--- src/rtl/share2_andxor_pkg.sv ---
package share2_andxor_pkg;
  localparam int IN_SHARES  = 2;
  localparam int MID_SHARES = 4;

  // Cross-product stage for one lane; each element touches a single index of a and c.
  function automatic logic [MID_SHARES-1:0] cross_terms(
    input logic a0, input logic a1,
    input logic b0, input logic b1,
    input logic c0, input logic c1);
    logic [MID_SHARES-1:0] m;
    m[0] = (a0 & b0) ^ c0;
    m[1] = a0 & b1;
    m[2] = (a1 & b0) ^ c1;
    m[3] = a1 & b1;
    return m;
  endfunction
endpackage

--- src/rtl/share2_andxor_expand.sv ---
module share2_andxor_expand
  import share2_andxor_pkg::*;
#(
  parameter int WIDTH = 4
) (
  input  logic [WIDTH-1:0]            a_s0,
  input  logic [WIDTH-1:0]            a_s1,
  input  logic [WIDTH-1:0]            b_s0,
  input  logic [WIDTH-1:0]            b_s1,
  input  logic [WIDTH-1:0]            c_s0,
  input  logic [WIDTH-1:0]            c_s1,
  output logic [MID_SHARES*WIDTH-1:0] mid
);
  for (genvar k = 0; k < WIDTH; k++) begin : g_lane
    assign mid[k*MID_SHARES +: MID_SHARES] =
      cross_terms(a_s0[k], a_s1[k], b_s0[k], b_s1[k], c_s0[k], c_s1[k]);
  end
endmodule

--- src/rtl/share2_andxor_hold.sv ---
module share2_andxor_hold #(
  parameter int BITS = 16
) (
  input  logic            clk,
  input  logic            rst,
  input  logic            en,
  input  logic [BITS-1:0] d,
  output logic [BITS-1:0] q,
  output logic            vld
);
  // Share data carries no reset: only the qualifier does.
  always_ff @(posedge clk) begin
    if (en) q <= d;
  end

  always_ff @(posedge clk) begin
    if (rst) vld <= 1'b0;
    else     vld <= en;
  end
endmodule

--- src/rtl/share2_andxor_fold.sv ---
module share2_andxor_fold
  import share2_andxor_pkg::*;
#(
  parameter int WIDTH = 4
) (
  input  logic [MID_SHARES*WIDTH-1:0] mid,
  output logic [WIDTH-1:0]            q_s0,
  output logic [WIDTH-1:0]            q_s1
);
  localparam int PAIR = MID_SHARES / IN_SHARES;

  // Pairs (0,1) and (2,3); pairing (1,3) would collapse to a*b_s1 and leak a.
  for (genvar k = 0; k < WIDTH; k++) begin : g_lane
    logic [MID_SHARES-1:0] m;
    assign m       = mid[k*MID_SHARES +: MID_SHARES];
    assign q_s0[k] = ^m[PAIR-1:0];
    assign q_s1[k] = ^m[MID_SHARES-1:PAIR];
  end
endmodule

--- src/rtl/share2_andxor.sv ---
module share2_andxor
  import share2_andxor_pkg::*;
#(
  parameter int WIDTH = 4
) (
  input  logic             clk,
  input  logic             rst,
  input  logic             in_valid,
  input  logic [WIDTH-1:0] a_s0,
  input  logic [WIDTH-1:0] a_s1,
  input  logic [WIDTH-1:0] b_s0,
  input  logic [WIDTH-1:0] b_s1,
  input  logic [WIDTH-1:0] c_s0,
  input  logic [WIDTH-1:0] c_s1,
  output logic             out_valid,
  output logic [WIDTH-1:0] q_s0,
  output logic [WIDTH-1:0] q_s1
);
  localparam int MID_BITS = MID_SHARES * WIDTH;

  logic [MID_BITS-1:0] mid_comb;
  logic [MID_BITS-1:0] mid_reg;

  share2_andxor_expand #(.WIDTH(WIDTH)) u_expand (
    .a_s0(a_s0), .a_s1(a_s1), .b_s0(b_s0), .b_s1(b_s1),
    .c_s0(c_s0), .c_s1(c_s1), .mid(mid_comb)
  );

  // Non-uniform four-share value must settle in flops before any folding.
  share2_andxor_hold #(.BITS(MID_BITS)) u_hold (
    .clk(clk), .rst(rst), .en(in_valid),
    .d(mid_comb), .q(mid_reg), .vld(out_valid)
  );

  share2_andxor_fold #(.WIDTH(WIDTH)) u_fold (
    .mid(mid_reg), .q_s0(q_s0), .q_s1(q_s1)
  );
endmodule

--- config.mk ---
export PLATFORM = sky130hd
export DESIGN_NAME = share2_andxor
export DESIGN_NICKNAME = d
export VERILOG_FILES = /design/src/rtl/share2_andxor_pkg.sv /design/src/rtl/share2_andxor_expand.sv /design/src/rtl/share2_andxor_hold.sv /design/src/rtl/share2_andxor_fold.sv /design/src/rtl/share2_andxor.sv
export SDC_FILE = /design/constraint.sdc
export NUM_CORES = 1
export LEC_CHECK = 0
export ABC_AREA = 0
export BUFFER_PORTS_ARGS = -buffer_cell sky130_fd_sc_hd__buf_2
export CORE_AREA = 2 2 46 48
export DETAILED_ROUTE_END_ITERATION = 8
export DIE_AREA = 0 0 48 50
export GPL_TIMING_DRIVEN = 0
export PLACE_DENSITY = 0.81
export REMOVE_ABC_BUFFERS = 1
export SYNTH_ARGS = -nofsm -noshare
export SYNTH_HDL_FRONTEND = slang
export SYNTH_HIERARCHICAL = 1
export SYNTH_SLANG_ARGS = --single-unit
--- constraint.sdc ---
create_clock -name clk -period 1.4 [get_ports clk]
set_input_delay 0.14 -clock clk [delete_from_list [all_inputs] [get_ports clk]]
set_output_delay 0.14 -clock clk [all_outputs]
set_load 0.01 [all_outputs]
# Word-level counts from Yosys, hierarchy flattened
# Cells that the tools add are included.
# W data, S select, Z words.
[classes]
n_bitwise = 24
n_reduce_logical = 8
[ops]
columns = ["op", "count"]
rows = [
  ["$and A1 B1 Y1", 16],
  ["$reduce_xor A2 Y1", 8],
  ["$xor A1 B1 Y1", 8],
]
[word_totals]
ff_bits = 17
in_bits = 27
out_inout_bits = 9
elab_cells = 34

# Depth between registers and ports, before layout
# Gate-level depths: netlist (run 1).
[depth]
ltp_word = 2
ltp_mapped = 2
mapped_depth_nobuf = 2

# By module
# Netlist (run 1), hierarchy kept.
[modules_own_cells]
columns = ["module", "n_inst", "cells_per_inst", "area_each_um2", "seq_area_each_um2"]
rows = [
  ["share2_andxor_hold", 1, 18, 514.2, 500.5],
  ["share2_andxor_expand", 1, 24, 150.1, 0.0],
  ["share2_andxor_fold", 1, 8, 70.1, 0.0],
]

# Worst setup path after synthesis (run 1)
# Ideal clock, no wire load.
[synth_path]
kind = "register to output"
start = "register u_hold.q[1]"
end = "output port q_s0[0]"
arrival_time_ps = 602
required_ps = 1260
path_slack_ps = 658
path_stages_with_launch = 2
path_buffers = 0
path_cell_list = "edfxtp_1 > xor2_1"
[synth_via]
elab_chain_len = 1
[synth_lines]
columns = ["item", "line_no", "source"]
rows = [
  ["start: declaration", "share2_andxor_hold.sv:8", "output logic [BITS-1:0] q,"],
  ["start signal: assignment", "share2_andxor_hold.sv:13", "if (en) q <= d;"],
  ["$reduce_xor A2 Y1", "share2_andxor_fold.sv:16", "assign q_s0[k] = ^m[PAIR-1:0];"],
  ["end: declaration", "share2_andxor.sv:16", "output logic [WIDTH-1:0] q_s0,"],
]
# No other way between the ends.

# Final worst setup path (run 1)
[layout_path]
start = "register u_hold.q[13]"
end = "output port q_s0[3]"
# Same word-level chain as after synthesis.

==> results of run 1 <==
cell families after synthesis:
family                    after synthesis
DFF                                    17
and+or+nand+nor                        17
xor gates and xnor gates               16
area by class of cell:
class	count	area (µm²)
fillers	190	932
well taps	27	33.8
multi-input cells	33	234
flip-flops and latches	17	500
clock buffers	4	26.3
repair buffers	35	175
path summary, 6_finish.rpt:
| check | slack, ns | start | depth (start not counted) | end |
|---|---|---|---|---|
| setup / recovery | 0.29 | u_hold/q[13]$_DFFE_PP_ | 2 | q_s0[3] |
| hold / removal | 0.04 | rst | 2 | u_hold/vld$_SDFF_PP0_ |
synth_stat cells, drive strengths merged:
| cell | count | area, µm² |
|---|---|---|
| dfxtp | 1 | 20.0 |
| and2 | 8 | 50.1 |
| xor2 | 8 | 70.1 |
| xnor2 | 8 | 70.1 |
| nor2b | 1 | 13.8 |
| edfxtp | 16 | 480 |
| nand2 | 8 | 30.0 |
per-stage QoR:
stage                     setup slack [ns]  hold WS (ns)  utilization  power [W]  cells
after CTS                            0.254        0.0234        0.510    0.00107    116
final                                0.292        0.0365        0.510    0.00105    116
after detailed placement             0.577         0.333        0.496   0.000820    112
after global routing                 0.170       0.00654        0.510    0.00112    116
after global placement               0.596         0.325        0.496   0.000813    112
after floorplan                      0.658         0.204            -   0.000721     50
sequential cells by signal, indices dropped and copies added, names as in the netlist:
register / cells
u_hold/q: 16
u_hold/vld: 1
routing by layer:
| metal | track usage | vias to the layer above | share of wire |
|---|---|---|---|
| li1 | - | 246 | - |
| met1 | 0.104 | 213 | 0.37 |
| met2 | 0.180 | 26 | 0.54 |
| met3 | 0.0330 | 0 | 0.088 |
| met4 | 0.0541 | 0 | 0 |
| met5 | 0 | - | 0 |
power breakdown:
part	total, W	internal [W]	leakage (nW)	switching (W)
clock network	0.000245	0.000110	0.0150	0.000135
registers	0.000626	0.000609	0.164	0.0000171
logic	0.000177	0.0000944	0.238	0.0000827
layout by cell type, fill, tap and decap left out:
| cell type | count |
|---|---|
| and2_1 | 8 |
| buf_2 | 35 |
| clkbuf_1 | 1 |
| clkbuf_4 | 3 |
| dfxtp_1 | 1 |
| edfxtp_1 | 16 |
| nand2_1 | 8 |
| nor2b_4 | 1 |
| xnor2_1 | 8 |
| xor2_1 | 8 |
==> results_dict.tcl, run 1 <==
set metrics [dict create \
    h-tree-depth 1 \
    dr.pass1.iters 4 \
    clock_path_buffers 2 \
    cp-end-kind "output pin" \
    max_freq_mhz 903 \
    wirelength_um 1050 \
    path_delay_family "flip-flops" \
    worstSetupPathType "reg2out" \
    synthMuxAreaShare 0 \
    relSlewSlack 0.763 \
    worstPathCellList "xor2_1, buf_2" \
    p_leak_nw 0.416 \
    path_buf_inv 1 \
    post_dp_cell_area_um2 943 \
    ys_seq_area_frac 0.681 \
    area_growth_pct 32.0 \
    cts_tree "yes" \
    synth_compound_area_frac 0 \
    place_congestion 0.664 \
    hp-class "in2reg" \
    synth_cells 50 \
    power_density_nw_per_um2 1080 \
    finalCriticalPeriod_ns 1.11 \
    yosysWarnings 6 \
    core-area_um2 1900 \
    crit_fanout 1 \
    cts_resized 0 \
    die_area_um2 2400 \
    drv_cap 0 \
    num_antenna_cells 0 \
    post_cts_buffers 0 \
    drive_gt1_frac 0.438 \
    grt_pass1_vias 442 \
    ir_drop_mv 0.524 \
    synth_area_um2 734 \
    synth_cell_type_count 7 \
    crit_arrival_ns 0.97 \
    synth.avg_cell_area_um2 14.7 \
    drt_iter0_drc 7 \
    ant_nets 0 \
    critPathLaunchType "flip-flop" \
    hold_violations 0 \
    tns_ns 0 \
    synthSimpleGateAreaFrac 0.128 \
    setup_viol 0 \
    start_util 0.386 \
    synthAdderAreaFrac 0 \
    dp_hpwl_um 879 \
    avgViaCountPerCell 4.18 \
    route.detailed.wl_per_inst_um 9.03 \
    dieWidth_um 48 \
    worst_pin_slew_ns 0.356 \
    cts_hold_repair.buffers 0 \
    grt-ovfl-total 0 \
    io_pins 36 \
    synth_top_family_by_area "XOR/XNOR gates" \
    worst-endpoint-required_ns 1.26 \
    final_cell_area_um2 970 \
    slew_viol_final 0 \
    final.period_utilization 0.791 \
    synth_xor_area_frac 0.191 \
    die_height_um 50 \
    slowest_delay_ns 0.39 \
    antenna_found_initial 0 \
    final_net_count 117 \
    synth_seq_cells 17 \
    grt_pass1_wl_um 1700 \
    fp-row-count 16 \
    dr_total_vias 485 \
    root_buffer "clkbuf_4" \
    cp_slowest_cell "edfxtp_1" \
    cts.sinks 17 \
    cts_buffers 3 \
    grt_max_degree 18 \
    grt_use_total 0.104 \
    grt_setup_unrepaired "no" \
    remaining_drc_errors 0 \
    outcome "completed" \
    clk_pin_slew_ns 0.09 \
    numPortBuffers 35 \
]
Power figures use the tool's default switching activity.
==> inputs of run 2 (changes only) <==
==> constraint.sdc (replaced) <==
create_clock -name clk -period 1.13 [get_ports clk]
set_input_delay 0.113 -clock clk [delete_from_list [all_inputs] [get_ports clk]]
set_output_delay 0.113 -clock clk [all_outputs]
set_load 0.01 [all_outputs]
==> run 2 against run 1 <==
  * Core utilization is 0.53 points higher
  * Total power is 24% higher
  * Sequential share of layout area is 0.53 points lower
  * Final area is 1.0% higher
  * Combinational power is 25% higher
  * Sequential cell count stayed put
  * Clock-buffer cell count stayed put
  * Worst setup slack worse by 0.24 ns
  * Critical path depth stayed put
  * Routed wire length is 0.57% higher
  * Highest routed layer unchanged
==> results_dict.tcl, run 2 (synthesized netlist as in run 1, its figures left out) <==
set metrics [dict create \
    outcome "completed" \
    crit_arrival_ns 0.96 \
    die_height_um 50 \
    cp-end-kind "output pin" \
    fp-row-count 16 \
    drt_iter0_drc 7 \
    worstSetupPathType "reg2out" \
    finalNonFillerCells 117 \
    largest_reg_flops 16 \
    worstPathCellList "xor2_1, buf_2" \
    route.detailed.wl_per_inst_um 9.01 \
    hold_violations 0 \
    grt-ovfl-total 0 \
    grt_pass1_wl_um 1710 \
    wirelength_um 1050 \
    dpl.cell_count 112 \
    remaining_drc_errors 0 \
    holdWs_ns 0.119 \
    worst-endpoint-required_ns 1.02 \
    place_congestion 0.664 \
    die_area_um2 2400 \
    cts_resized 0 \
    final_cell_mix "35 x buf_2, 16 x edfxtp_1" \
    grt_setup_unrepaired "yes" \
    power_density_nw_per_um2 1330 \
    critPathLaunch "u_hold/q[12]$_DFFE_PP_" \
    slew_viol_final 0 \
    cts_tree "yes" \
    dp_hpwl_um 879 \
    relSlewSlack 0.761 \
    dieWidth_um 48 \
    antenna_found_initial 0 \
    dr.pass1.iters 2 \
    grt_use_total 0.105 \
    final.period_utilization 0.951 \
    num_antenna_cells 0 \
    numPortBuffers 35 \
    cts.sinks 17 \
    h-tree-depth 1 \
    ant_nets 0 \
    core-area_um2 1900 \
    finalCriticalPeriod_ns 1.08 \
    hp-class "in2reg" \
    top_regs "u_hold/q: 16 flops, u_hold/vld: 1 flops" \
    largest_register "u_hold/q" \
    cp_slowest_cell "edfxtp_1" \
    path_buf_inv 1 \
    grt_pass1_vias 448 \
    area_growth_pct 33.4 \
    p_leak_nw 0.421 \
    start_util 0.386 \
    clock_path_buffers 2 \
    dr_total_vias 488 \
    ir_drop_mv 0.662 \
    setup_viol 0 \
    clk_pin_slew_ns 0.09 \
    drive_gt1_frac 0.433 \
    final_net_count 118 \
    fillers 187 \
    drv_cap 0 \
    grt_max_degree 18 \
    path_delay_family "flip-flops" \
    slowest_delay_ns 0.38 \
    min_from "b_s1[2]" \
    root_buffer "clkbuf_4" \
    io_pins 36 \
    crit_fanout 1 \
    max_freq_mhz 930 \
    critPathLaunchType "flip-flop" \
    avgViaCountPerCell 4.17 \
    mostFrequentLayoutCell "buf_2" \
    cts_buffers 3 \
    worst_pin_slew_ns 0.359 \
]
==> run 2: repair_timing <==
action / 4_1_cts / 5_1_grt
buffers inserted: 0 / 0
endpoints found under the hold margin: 1 / 0
hold buffers: 1 / 0
setup endpoints to repair: 0 / 8
==> run 2: layer usage <==
layer | vias up | global-route usage | share of wire
met1 | 214 | 0.106 | 0.38
met5 | - | 0 | 0
li1 | 248 | - | -
met2 | 26 | 0.180 | 0.54
met3 | 0 | 0.0330 | 0.081
met4 | 0 | 0.0541 | 0
==> run 2: final timing paths <==
check / endpoint / slack [ns] / cells past startpoint
hold / removal: u_hold/q[11]$_DFFE_PP_ / 0.12 / 2
setup / recovery: q_s0[3] / 0.05 / 2
==> run 2: report_power, final <==
part	internal (W)	switching, W	total (W)
Combinational	0.000119	0.000103	0.000222
Clock	0.000137	0.000168	0.000305
Sequential	0.000755	0.0000212	0.000776
==> run 2: cell type report <==
class                           instances  area (µm²)  area share
Tap cell                               27        33.8      0.0345
Multi-Input combinational cell         33         234       0.239
Timing Repair Buffer                   36         185       0.189
Clock buffer                            4        26.3      0.0268
Sequential cell                        17         500       0.511
==> run 2: metrics by stage <==
step	utilization	setup slack [ns]	total power, W	TNS, ns	area, µm²
after floorplan	-	0.415	0.000893	0	734
after global placement	0.496	0.353	0.00101	0	943
after detailed placement	0.496	0.334	0.00102	0	943
after CTS	0.515	0.0114	0.00133	0	980
after global routing	0.515	-0.0683	0.00139	-0.216	980
final	0.515	0.0548	0.00130	0	980
==> inputs of run 3 (changes only) <==
--- a/config.mk
+++ b/config.mk
@@ -6,7 +6,7 @@
 export NUM_CORES = 1
 export LEC_CHECK = 0
 export ABC_AREA = 0
-export BUFFER_PORTS_ARGS = -buffer_cell sky130_fd_sc_hd__buf_2
+export BUFFER_PORTS_ARGS = -buffer_cell sky130_fd_sc_hd__clkbuf_2
 export CORE_AREA = 2 2 46 48
 export DETAILED_ROUTE_END_ITERATION = 8
 export DIE_AREA = 0 0 48 50
==> run 3 against run 2 <==
  * Hold slack worse by 0.0075 ns
  * Worst setup slack worse by 0.053 ns
  * Fmax is 4.7% lower
  * Total power is 0.49% higher
  * Final cell count stayed put
==> results_dict.tcl, run 3 (synthesized netlist as in run 1, its figures left out) <==
set metrics [dict create \
    worst_pin_slew_ns 0.397 \
    largest_register "u_hold/q" \
    max_freq_mhz 886 \
    ant_nets 0 \
    route.detailed.wl_per_inst_um 9.26 \
    worst-endpoint-required_ns 1.02 \
    core-area_um2 1900 \
    p_int_w 0.00101 \
    critPathLaunchType "flip-flop" \
    p_sw_w 0.000304 \
    fp-row-count 16 \
    relSlewSlack 0.736 \
    place_congestion 0.644 \
    finalCriticalPeriod_ns 1.13 \
    root_buffer "clkbuf_4" \
    avgViaCountPerCell 4.14 \
    cts.sinks 17 \
    slew_viol_final 0 \
    final.period_utilization 0.998 \
    grt_pass1_wl_um 1690 \
    io_pins 36 \
    crit_arrival_ns 1.02 \
    largest_reg_flops 16 \
    final_net_count 118 \
    power_frac_seq 0.593 \
    drt_iter0_drc 2 \
    swShare 0.232 \
    dieWidth_um 48 \
    antenna_found_initial 0 \
    clk_pin_slew_ns 0.10 \
    num_antenna_cells 0 \
    p_leak_nw 0.429 \
    grt_setup_unrepaired "yes" \
    top_regs "u_hold/q: 16 flops, u_hold/vld: 1 flops" \
    clkPwrFrac 0.235 \
    hold_violations 0 \
    grt-ovfl-total 0 \
    hp-class "in2reg" \
    fillers 175 \
    cts_buffers 3 \
    dr_total_vias 484 \
    p_comb_frac 0.171 \
    remaining_drc_errors 0 \
    post_cts_buffers 0 \
    start_util 0.386 \
    setup_viol 0 \
    wirelength_um 1080 \
    numPortBuffers 35 \
    power_density_nw_per_um2 1330 \
    outcome "completed" \
    h-tree-depth 1 \
    crit_fanout 1 \
    grt_max_degree 18 \
    cts_tree "yes" \
    cp-end-kind "output pin" \
    clock_path_buffers 2 \
    die_height_um 50 \
    drv_cap 0 \
    ir_drop_mv 0.615 \
    grt_use_total 0.103 \
    dpl.cell_count 112 \
    dr.pass1.iters 3 \
    grt_pass1_vias 452 \
    worstSetupPathType "reg2out" \
    finalNonFillerCells 117 \
    mostFrequentLayoutCell "clkbuf_2" \
    die_area_um2 2400 \
    holdWs_ns 0.112 \
    area_growth_pct 33.6 \
    drive_gt1_frac 0.444 \
    final_cell_mix "27 x clkbuf_2, 16 x edfxtp_1" \
]
run 3: changes by cell type in the layout (fill, tap and decap cells not counted):
cell      change
buf_2        -27
clkbuf_1      -1
clkbuf_2     +27
clkinv_2      +1
run 3: layout make-up:
| cell class | instances | area, µm² | area share |
|---|---|---|---|
| clock inverter | 1 | 5.00 | 0.00510 |
| tap | 27 | 33.8 | 0.0344 |
| sequential | 17 | 500 | 0.510 |
| timing repair buffer | 36 | 185 | 0.189 |
| multi-input combinational | 33 | 234 | 0.239 |
| clock buffer | 3 | 22.5 | 0.0230 |
run 3: final timing paths:
path / startpoint / end / cells after the start
worst max-delay path: u_hold/q[1]$_DFFE_PP_ / q_s0[0] / 2
worst min-delay path: b_s1[2] / u_hold/q[11]$_DFFE_PP_ / 2
run 3: worst max-delay path, stage by stage (launching register included):
cell and delay (ns):
edfxtp_1 0.41, xor2_1 0.18, buf_2 0.15
run 3: power groups by stage:
| stage | combinational, W | clock [W] | sequential, W |
|---|---|---|---|
| global route | 0.000254 | 0.000351 | 0.000783 |
| CTS | 0.000227 | 0.000325 | 0.000778 |
| finish | 0.000224 | 0.000308 | 0.000777 |
| floorplan | 0.000104 | 0 | 0.000789 |
| global placement | 0.000220 | 0 | 0.000789 |
| detailed placement | 0.000227 | 0 | 0.000793 |
run 3: what timing repair did:
action / in CTS / in global routing
setup endpoints to repair: 2 / 8
hold endpoints to repair: 0 / 1
hold buffers: 0 / 1
pin swaps: 2 / 3
resized for setup: 0 / 8
run 3: per-layer routing:
metal / GRT usage / up-vias / wire [µm] / part of all wire
met5: 0 / - / 0 / 0
met4: 0.0541 / 0 / 0 / 0
met3: 0.0330 / 0 / 113 / 0.10
met2: 0.187 / 26 / 618 / 0.57
met1: 0.0939 / 210 / 351 / 0.32
li1: - / 248 / - / -
run 3: per-stage QoR:
step | power, W | utilization | TNS (ns) | setup WS (ns) | area, µm²
floorplan | 0.000893 | - | 0 | 0.415 | 734
global placement | 0.00101 | 0.496 | 0 | 0.335 | 943
detailed placement | 0.00102 | 0.496 | 0 | 0.298 | 943
CTS | 0.00133 | 0.511 | -0.0273 | -0.0273 | 971
global route | 0.00139 | 0.516 | -0.268 | -0.0942 | 981
finish | 0.00131 | 0.516 | 0 | 0.00170 | 981
